===== src/rtl/ecc_cap_pkg.sv =====
package ecc_cap_pkg;

    localparam int SYN_W   = 16;
    localparam int STAT_W  = 2;
    localparam int NUM_CLS = 2;
    localparam int RA_W    = 3;

    // class index doubles as the status bit position
    localparam int CLS_CE = 0;
    localparam int CLS_UE = 1;

    typedef enum logic [RA_W-1:0] {
        REG_FIRST  = 3'd0,
        REG_NEXT   = 3'd1,
        REG_CE_LOG = 3'd2,
        REG_CE_SYN = 3'd3,
        REG_UE_LOG = 3'd4
    } reg_sel_e;

    typedef struct packed {
        logic ue;
        logic ce;
    } stat_t;

    // ordered decode of the syndrome into a channel number
    function automatic logic chan_of_syndrome(input logic [SYN_W-1:0] s);
        logic ch;
        if (s[15:8] == 8'h00)
            ch = 1'b0;
        else if (s[7:0] == 8'h00)
            ch = 1'b1;
        else if (s[15:12] == 4'h0 || s[11:8] == 4'h0)
            ch = 1'b0;
        else
            ch = 1'b1;
        return ch;
    endfunction

endpackage


===== src/rtl/ecc_cls_track.sv =====
module ecc_cls_track #(
    parameter int BLK_W     = 22,
    parameter int LOG_W     = 32,
    parameter int FIELD_LSB = 6
) (
    input  logic             clk,
    input  logic             rst,
    input  logic             evt,
    input  logic [BLK_W-1:0] blk,
    input  logic             clr_first,
    input  logic             clr_next,
    output logic             first_q,
    output logic             next_q,
    output logic [LOG_W-1:0] log_q,
    output logic             load_o
);

    localparam int FIELD_MSB = FIELD_LSB + BLK_W - 1;

    logic [LOG_W-1:0] log_fmt;
    logic             repeat_evt;

    always_comb begin
        log_fmt = '0;
        log_fmt[FIELD_MSB:FIELD_LSB] = blk;
    end

    assign load_o     = evt & ~first_q;
    assign repeat_evt = evt &  first_q;

    always_ff @(posedge clk) begin
        if (rst) begin
            first_q <= 1'b0;
            next_q  <= 1'b0;
            log_q   <= '0;
        end else begin
            if (evt)
                first_q <= 1'b1;
            else if (clr_first)
                first_q <= 1'b0;

            if (repeat_evt)
                next_q <= 1'b1;
            else if (clr_next)
                next_q <= 1'b0;

            if (load_o)
                log_q <= log_fmt;
        end
    end

    // a fresh error latches the first bit
    p_fresh_sets_first_r3: assert property (@(posedge clk) disable iff (rst)
        (evt && !first_q) |=> first_q);

    // a repeat error marks overflow and freezes the log
    p_no_overflow_r5: assert property (@(posedge clk) disable iff (rst)
        (evt && first_q) |=> (next_q && $stable(log_q)));

    // an error beats a same-edge clear
    p_err_beats_clear_r7: assert property (@(posedge clk) disable iff (rst)
        (evt && clr_first) |=> first_q);

    // a clear with no error drops the bit
    p_w1c_first_r6: assert property (@(posedge clk) disable iff (rst)
        (clr_first && !evt) |=> !first_q);

    // next bit clears when no repeat error arrives
    p_w1c_next_r6: assert property (@(posedge clk) disable iff (rst)
        (clr_next && !(evt && first_q)) |=> !next_q);

endmodule


===== src/rtl/ecc_reg_read.sv =====
module ecc_reg_read
    import ecc_cap_pkg::*;
#(
    parameter int REG_W = 32
) (
    input  logic [RA_W-1:0]  addr,
    input  stat_t            first_st,
    input  stat_t            next_st,
    input  logic [REG_W-1:0] ce_log,
    input  logic [SYN_W-1:0] ce_syn,
    input  logic [REG_W-1:0] ue_log,
    output logic [REG_W-1:0] rdata
);

    reg_sel_e sel;
    assign sel = reg_sel_e'(addr);

    always_comb begin
        rdata = '0;
        case (sel)
            REG_FIRST:  rdata = REG_W'(first_st);
            REG_NEXT:   rdata = REG_W'(next_st);
            REG_CE_LOG: rdata = ce_log;
            REG_CE_SYN: rdata = REG_W'(ce_syn);
            REG_UE_LOG: rdata = ue_log;
            default:    rdata = '0;
        endcase
    end

endmodule


===== src/rtl/ecc_err_capture.sv =====
module ecc_err_capture
    import ecc_cap_pkg::*;
#(
    parameter int PA_W       = 34,
    parameter int PAGE_SHIFT = 12,
    parameter int REG_W      = 32,
    parameter int FIELD_LSB  = 6
) (
    input  logic                       clk,
    input  logic                       rst,
    input  logic                       ce_valid,
    input  logic [PA_W-PAGE_SHIFT-1:0] ce_blk,
    input  logic [SYN_W-1:0]           ce_syndrome,
    input  logic                       ue_valid,
    input  logic [PA_W-PAGE_SHIFT-1:0] ue_blk,
    input  logic                       reg_wr,
    input  logic [RA_W-1:0]            reg_addr,
    input  logic [STAT_W-1:0]          reg_wdata,
    output logic [REG_W-1:0]           reg_rdata,
    output logic                       chan_hint
);

    localparam int BLK_W = PA_W - PAGE_SHIFT;

    logic [NUM_CLS-1:0] evt_v, clr_f, clr_n, first_v, next_v, load_v;
    logic [BLK_W-1:0]   blk_v [NUM_CLS];
    logic [REG_W-1:0]   log_v [NUM_CLS];
    logic [SYN_W-1:0]   syn_q;
    logic               wr_first, wr_next;
    stat_t              first_st, next_st;

    assign evt_v[CLS_CE] = ce_valid;
    assign evt_v[CLS_UE] = ue_valid;
    assign blk_v[CLS_CE] = ce_blk;
    assign blk_v[CLS_UE] = ue_blk;

    assign wr_first = reg_wr && (reg_sel_e'(reg_addr) == REG_FIRST);
    assign wr_next  = reg_wr && (reg_sel_e'(reg_addr) == REG_NEXT);

    for (genvar c = 0; c < NUM_CLS; c++) begin : g_cls
        assign clr_f[c] = wr_first & reg_wdata[c];
        assign clr_n[c] = wr_next  & reg_wdata[c];

        ecc_cls_track #(
            .BLK_W     (BLK_W),
            .LOG_W     (REG_W),
            .FIELD_LSB (FIELD_LSB)
        ) u_trk (
            .clk       (clk),
            .rst       (rst),
            .evt       (evt_v[c]),
            .blk       (blk_v[c]),
            .clr_first (clr_f[c]),
            .clr_next  (clr_n[c]),
            .first_q   (first_v[c]),
            .next_q    (next_v[c]),
            .log_q     (log_v[c]),
            .load_o    (load_v[c])
        );
    end

    always_ff @(posedge clk) begin
        if (rst)
            syn_q <= '0;
        else if (load_v[CLS_CE])
            syn_q <= ce_syndrome;
    end

    assign first_st = stat_t'(first_v);
    assign next_st  = stat_t'(next_v);

    ecc_reg_read #(.REG_W(REG_W)) u_rd (
        .addr     (reg_addr),
        .first_st (first_st),
        .next_st  (next_st),
        .ce_log   (log_v[CLS_CE]),
        .ce_syn   (syn_q),
        .ue_log   (log_v[CLS_UE]),
        .rdata    (reg_rdata)
    );

    assign chan_hint = chan_of_syndrome(syn_q);

    // the syndrome log stays frozen while the CE first bit is set
    p_syn_frozen_r5: assert property (@(posedge clk) disable iff (rst)
        (ce_valid && first_v[CLS_CE]) |=> $stable(syn_q));

    // coincident CE and UE both end with their first bits set
    p_dual_capture_r8: assert property (@(posedge clk) disable iff (rst)
        (ce_valid && ue_valid) |=> (first_v == 2'b11));

    // a write to a log slot leaves the logs untouched
    p_log_write_ignored_r6: assert property (@(posedge clk) disable iff (rst)
        (reg_wr && !ce_valid && !ue_valid) |=> ($stable(syn_q) && $stable(log_v[CLS_CE]) && $stable(log_v[CLS_UE])));

endmodule


===== config.mk =====
export PLATFORM = sky130hd
export DESIGN_NAME = ecc_err_capture
export DESIGN_NICKNAME = d
export VERILOG_FILES = /design/src/rtl/ecc_cap_pkg.sv /design/src/rtl/ecc_cls_track.sv /design/src/rtl/ecc_reg_read.sv /design/src/rtl/ecc_err_capture.sv
export SDC_FILE = /design/constraint.sdc
export NUM_CORES = 1
export LEC_CHECK = 0
export ABC_AREA = 1
export CORE_AREA = 5 5 86 88
export DETAILED_ROUTE_END_ITERATION = 8
export DIE_AREA = 0 0 91 93
export PLACE_DENSITY = 0.83
export SLEW_MARGIN = 40
export SYNTH_ARGS = -nofsm -noshare
export SYNTH_HDL_FRONTEND = slang
export SYNTH_SLANG_ARGS = --single-unit

===== constraint.sdc =====
create_clock -name clk -period 1.25 [get_ports clk]
set_input_delay 0.1875 -clock clk [delete_from_list [all_inputs] [get_ports clk]]
set_output_delay 0.1875 -clock clk [all_outputs]
set_load 0.02 [all_outputs]

==> results.toml, run 1 <==
[final_layout]
area_delta_synth_final_pct = 67.7
drive_above_1_share_pct = 29.9
num_antenna_cells = 0
nets = 605
fin_cells = 619
final_cell_area_mm2 = 0.00469
final_util_pct = 71.4

[grt]
antenna_found_initial = 0
first_global_vias = 3110
grt_pass1_wl_mm = 14.8
gr-total-overflow = 0
grt_use_total_pct = 21.3
grt_max_degree = 65

[timing]
period_needed_ps = 1480
rsz0062_at_grt = "true"
hold_violations = 0
finalCritPeriodShare_pct = 119
finalSetupViolCount = 3
fin_setup_tns_ps = -256
skew_ps = 8.44
worst_slack_ps = -233
max_freq_mhz = 674
drv_slew = 0

[worst_setup_path]
slowest_stage = "dfxtp_1"
cp_data_required_time_ps = 1060
path_class = "reg2out"
startpoint = "syn_q[1]"
endpoint_kind = "output port"
rr_worst_depth = 6
crit_arrival_ps = 1300
path_cells = "nor2_1 -> nand3_1 -> nor2_2 -> o21ai_1 -> nand2_1 -> buf_6"
slowest_delay_ps = 310
setup.worst_path.end = "chan_hint"
r2r-start = "g_cls[0].u_trk.first_q"
start_kind = "flop"
rrSetupSlack_ps = 50
cp_max_fo = 2
reg2reg_to = "syn_q[14]"

[clock_tree]
cts.sinks = 64
postCtsHoldBufs = 0
cts_tree = "yes"
htree_num_levels = 3
cts_buffer_depth = 2
numCtsBuffers = 9
clock_latency_ps = 330
clk_pin_slew_ps = 70
clockRootBuffer = "clkbuf_8"

[synthesis]
yosysWarnings = 0
postSynthCellCount = 410
ys_seq_area_share_pct = 45.8
avgSynthCellArea_um2 = 6.82
yosys_register_bits = 64
syn-cell-area_mm2 = 0.00280
ys_types = 18

[power]
power_density_mw_per_mm2 = 1080
ir_drop_mv = 0.824
p_leak_nw = 2.10

[floorplan]
ios = 103
num_rows = 30
core_area_mm2 = 0.00657
die-area_mm2 = 0.00846
die_y_um = 93
chipWidth_um = 91
initial_core_util_pct = 42.6

[routing]
wire_per_inst_um = 15.3
drc_errors = 0
drt-total-wl_mm = 9.46
ant_nets = 0
vias_per_cell = 5.06
drtPass1Iterations = 4
drt_iter0_markers = 104
num_vias = 3133

[run_status]
status = "complete, but fails checks"
violations = "setup timing"

[min_path]
hold_class = "in2reg"
hold_depth = 5

[place]
dpl.cell_count = 599
routabilityCongestion = 0.849
place_area_mm2 = 0.00404
hpwl_mm = 6.23
io_buffers = 98
place_ws_ps = -1000

[job]
drv_cap = 0
## worst min path at each step
stage	slack, ps	to	startpoint
floorplan	330	g_cls[0].u_trk.log_q[12]	ce_blk[6]
global placement	450	g_cls[0].u_trk.log_q[7]	g_cls[0].u_trk.log_q[7]
detailed placement	450	g_cls[0].u_trk.next_q	g_cls[0].u_trk.next_q
CTS	290	g_cls[0].u_trk.next_q	reg_addr[0]
global route	300	g_cls[0].u_trk.next_q	reg_addr[0]
finish	310	g_cls[0].u_trk.next_q	reg_addr[0]
## metrics by stage
stage	power [W]	hold slack (ps)
2_1_floorplan	0.00264	335
3_3_place_gp	0.00309	448
3_5_place_dp	0.00311	452
4_1_cts	0.00502	288
5_1_grt	0.00528	300
6_report	0.00507	310
## cell families (layout without fill, tap and decap cells)
group | Yosys count | in the layout | synth area share, %
other | 1 | 4 | 0.134
AND/OR/NAND/NOR | 238 | 238 | 34.5
flip-flops | 64 | 64 | 45.8
AO/OA/AOI/OAI | 65 | 65 | 11.6
buffers and inverters | 42 | 168 | 7.87
## routing by layer
layer  wire length, um  vias up  share of wire, %  track usage, %
met3               576       20               6.1            4.75
met2              4860      117                51            35.2
met1              3730     1451                39            25.4
met5                 0        -                 0               0
met4               297        0               3.1            12.0
li1                  -     1545                 -               -
## power by group
part           switching (W)  internal, W  leakage, nW
registers          0.0000753      0.00216        0.532
logic               0.000471     0.000512         1.47
clock network       0.000745      0.00111        0.103
## layout make-up
cell class	count	area, um2
repair buffers	139	1500
inverters	14	67.6
multi-input cells	307	1520
clock inverters	4	70.1
fillers	482	1880
well taps	80	100
clock buffers	11	131
flip-flops and latches	64	1300
## worst max-delay path, delay by kind of cell, from the launching register on
kind / cells / cell delay, ps
buffers and inverters: 1 / 130
and+or+nand+nor: 4 / 450
AOI/OAI and AO/OA: 1 / 90
DFF: 1 / 310
## cells in the final DEF, fill, tap and decap left out, drive strengths merged
cell and n:
nor3 4, clkinv 2, o21ai 1, clkbuf 12, nand2 199, inv 14, a21oi 64, nor2 14
nand3 17, bufinv 2, conb 4, buf 73, nand4 4, clkdlybuf4s50 65, dfxtp 64
## synthesized netlist by cell type
library cell | n | area, um2
a21oi_1 | 64 | 320
buf_1 | 1 | 3.75
buf_2 | 11 | 55.1
buf_4 | 7 | 52.6
buf_6 | 3 | 33.8
clkbuf_1 | 6 | 22.5
conb_1 | 1 | 3.75
dfxtp_1 | 64 | 1280
inv_1 | 12 | 45.0
inv_2 | 2 | 7.51
nand2_1 | 199 | 747
nand3_1 | 17 | 85.1
nand4_1 | 4 | 25.0
nor2_1 | 13 | 48.8
nor2_2 | 1 | 6.26
nor3_1 | 1 | 5.00
nor3_4 | 3 | 48.8
o21ai_0 | 1 | 5.00
## flip-flops by register name (all words and copies together), names as in the netlist
signal / count
g_cls.u_trk.first_q: 2
g_cls.u_trk.log_q: 44
g_cls.u_trk.next_q: 2
syn_q: 16
## timing repair
item | 4_1_cts | 5_1_grt
cloned | 3 | 1
gates resized for setup | 241 | 76
pin swaps | 18 | 30
setup endpoints to repair | 29 | 73
setup buffers | 2 | 4
Note: power is estimated with default switching activity, not from simulation.
==> inputs of run 2 (changes only) <==
--- a/config.mk
+++ b/config.mk
@@ -5,11 +5,11 @@
 export SDC_FILE = /design/constraint.sdc
 export NUM_CORES = 1
 export LEC_CHECK = 0
-export ABC_AREA = 1
-export CORE_AREA = 5 5 86 88
+export CORE_AREA = 5 5 85 87
 export DETAILED_ROUTE_END_ITERATION = 8
-export DIE_AREA = 0 0 91 93
-export PLACE_DENSITY = 0.83
+export DIE_AREA = 0 0 90 92
+export DONT_BUFFER_PORTS = 1
+export PLACE_DENSITY = 0.64
 export SLEW_MARGIN = 40
 export SYNTH_ARGS = -nofsm -noshare
 export SYNTH_HDL_FRONTEND = slang
==> results.toml, run 2 <==
[run_status]
status = "complete, but fails checks"
violations = "hold timing, setup timing"

[job]
drv_cap = 0

[timing]
finalCritPeriodShare_pct = 134
max_freq_mhz = 599
hold_violations = 63
drv_slew = 0
rsz0062_at_grt = "true"
skew_ps = 5.59
fin_setup_tns_ps = -1380
whs_ps = -78.5
period_needed_ps = 1670
worst_slack_ps = -419
finalSetupViolCount = 9

[grt]
grt_use_total_pct = 18.3
first_global_vias = 2587
gr-total-overflow = 0
antenna_found_initial = 0
grt_pass1_wl_mm = 12.3
grt_max_degree = 65

[synthesis]
ys_types = 27
yosys_register_bits = 64
syn-cell-area_mm2 = 0.00279
ys_seq_area_share_pct = 45.9
synth_enable_flop_cells = 0
yosysWarnings = 0
yosysTopAreaCell = "dfxtp_1"
ys_top_cells_by_count = "132 x nand2_1, 66 x a21oi_1, 64 x dfxtp_1"
avgSynthCellArea_um2 = 7.51
postSynthCellCount = 372
yosys_most_used_dff = "dfxtp_1"
yosysMostFrequentCell = "nand2_1"
synth_area_leaders = "dfxtp_1 46%, nand2_1 18%, a21oi_1 12%, a22oi_1 3.8%, mux2i_1 3.6%"
yosysTopAreaCellShare_pct = 45.9
synthArstFlopShare_pct = 0

[clock_tree]
numCtsBuffers = 9
clk_pin_slew_ps = 70
cts_buffer_depth = 2
cts.sinks = 64
cts_tree = "yes"
clockRootBuffer = "clkbuf_8"
postCtsHoldBufs = 2
htree_num_levels = 3
clock_latency_ps = 320

[worst_setup_path]
slowest_delay_ps = 530
timing.critical_path.mode_cell = "a21oi_2"
cp_max_fo = 2
endpoint_kind = "output port"
path_class = "reg2out"
cp_data_required_time_ps = 1060
crit_arrival_ps = 1480
path_cells = "or4_4 -> a21oi_2 -> a21oi_2 -> buf_6"
slowest_stage = "or4_4"
start_kind = "flop"

[floorplan]
ios = 103
die-area_mm2 = 0.00828
initial_core_util_pct = 44.5
die_y_um = 92
core_area_mm2 = 0.00628
num_rows = 29
chipWidth_um = 90

[place]
io_buffers = 0
hpwl_mm = 5.35
place_area_mm2 = 0.00303
routabilityCongestion = 0.817

[routing]
num_vias = 2518
drt_iter0_markers = 147
drtPass1Iterations = 4
ant_nets = 0
wire_per_inst_um = 16.2
drc_errors = 0
vias_per_cell = 5.35
drt-total-wl_mm = 7.62

[power]
power.switching_w = 0.00113
ir_drop_mv = 0.669
swShare_pct = 24.6
p_leak_nw = 1.31
p_int_w = 0.00346
power_density_mw_per_mm2 = 1350
power_frac_comb_pct = 12.6
pwr-share-seq_pct = 49.1
clockPowerShare_pct = 38.4
fin_total_pwr_w = 0.00458

[final_layout]
area_delta_synth_final_pct = 21.4
num_antenna_cells = 0
seqCellArea_mm2 = 0.00131
final_cell_area_mm2 = 0.00339
multiInputGateArea_mm2 = 0.00147
largest_reg_flops = 44
biggestRegsByFlops = "g_cls.u_trk.log_q: 44 flops, syn_q: 16 flops"
nets = 459
max_flop_register = "g_cls.u_trk.log_q"
drive_above_1_share_pct = 26.4
fillers = 645
mostFrequentLayoutCells = "132 x nand2_1, 64 x a21oi_1, 41 x dfxtp_1"
final_common_cell = "nand2_1"

[min_path]
hold_class = "in2reg"
[run 2: cell type report]
type,count,area share (%)
multi-input cells,276,43.2
flip-flops and latches,64,38.7
inverters,4,0.443
clock buffers,13,4.69
repair buffers,34,8.89
well taps,77,2.84
clock inverters,3,1.18
[run 2: stage by stage]
| stage | instances | hold WS, ps | setup WS [ps] | utilization [%] |
|---|---|---|---|---|
| after detailed placement | 453 | 265 | -135 | 48.3 |
| final | 471 | -78.5 | -419 | 54.0 |
| after global placement | 453 | 262 | -122 | 48.3 |
| after floorplan | 375 | 317 | -108 | - |
| after CTS | 471 | -103 | -436 | 53.1 |
| after global routing | 471 | -103 | -498 | 54.0 |
[run 2: final timing paths]
path	depth (start not counted)	slack (ps)	endpoint	start
worst max register to register	3	70	g_cls[0].u_trk.next_q	g_cls[0].u_trk.first_q
worst min register to register	2	450	g_cls[0].u_trk.log_q[12]	g_cls[0].u_trk.log_q[12]
worst max-delay path	4	-420	chan_hint	syn_q[10]
worst min-delay path	1	-80	g_cls[0].u_trk.log_q[21]	rst
[run 2: cells by family after synthesis]
| family | count (synthesis) | share of synthesized area (%) |
|---|---|---|
| flops | 64 | 45.9 |
| other cells | 1 | 0.134 |
| mux | 12 | 4.39 |
| simple gates | 166 | 24.9 |
| buf+inv | 35 | 6.59 |
| compound gates | 94 | 18.1 |
[run 2: layer usage]
metal | share of wire (%) | global-route usage (%) | up-vias
met4 | 2.0 | 9.31 | 0
met2 | 48 | 30.2 | 81
met1 | 42 | 21.3 | 1157
li1 | - | - | 1265
met5 | 0 | 0 | -
met3 | 7.7 | 5.73 | 15
[run 2: power by group through the flow]
stage / logic, W / clock network [W] / registers [W]
after floorplan: 0.000429 / 0 / 0.00225
after global placement: 0.000520 / 0 / 0.00226
after detailed placement: 0.000526 / 0 / 0.00227
after CTS: 0.000567 / 0.00183 / 0.00224
after global routing: 0.000643 / 0.00193 / 0.00226
final: 0.000575 / 0.00176 / 0.00225
[run 2: worst max-delay path, delay by kind of cell, from the launching register on]
kind	cells	cell delay [ps]
simple gates	1	530
flops	1	320
compound gates	2	180
buf+inv	1	130
[run 2: what timing repair did]
action | CTS | global route
resized for setup | 38 | 22
buffers inserted | 1 | 1
pin swaps | 4 | 6
endpoints found under the setup margin | 13 | 29
hold endpoints to repair | 64 | 63
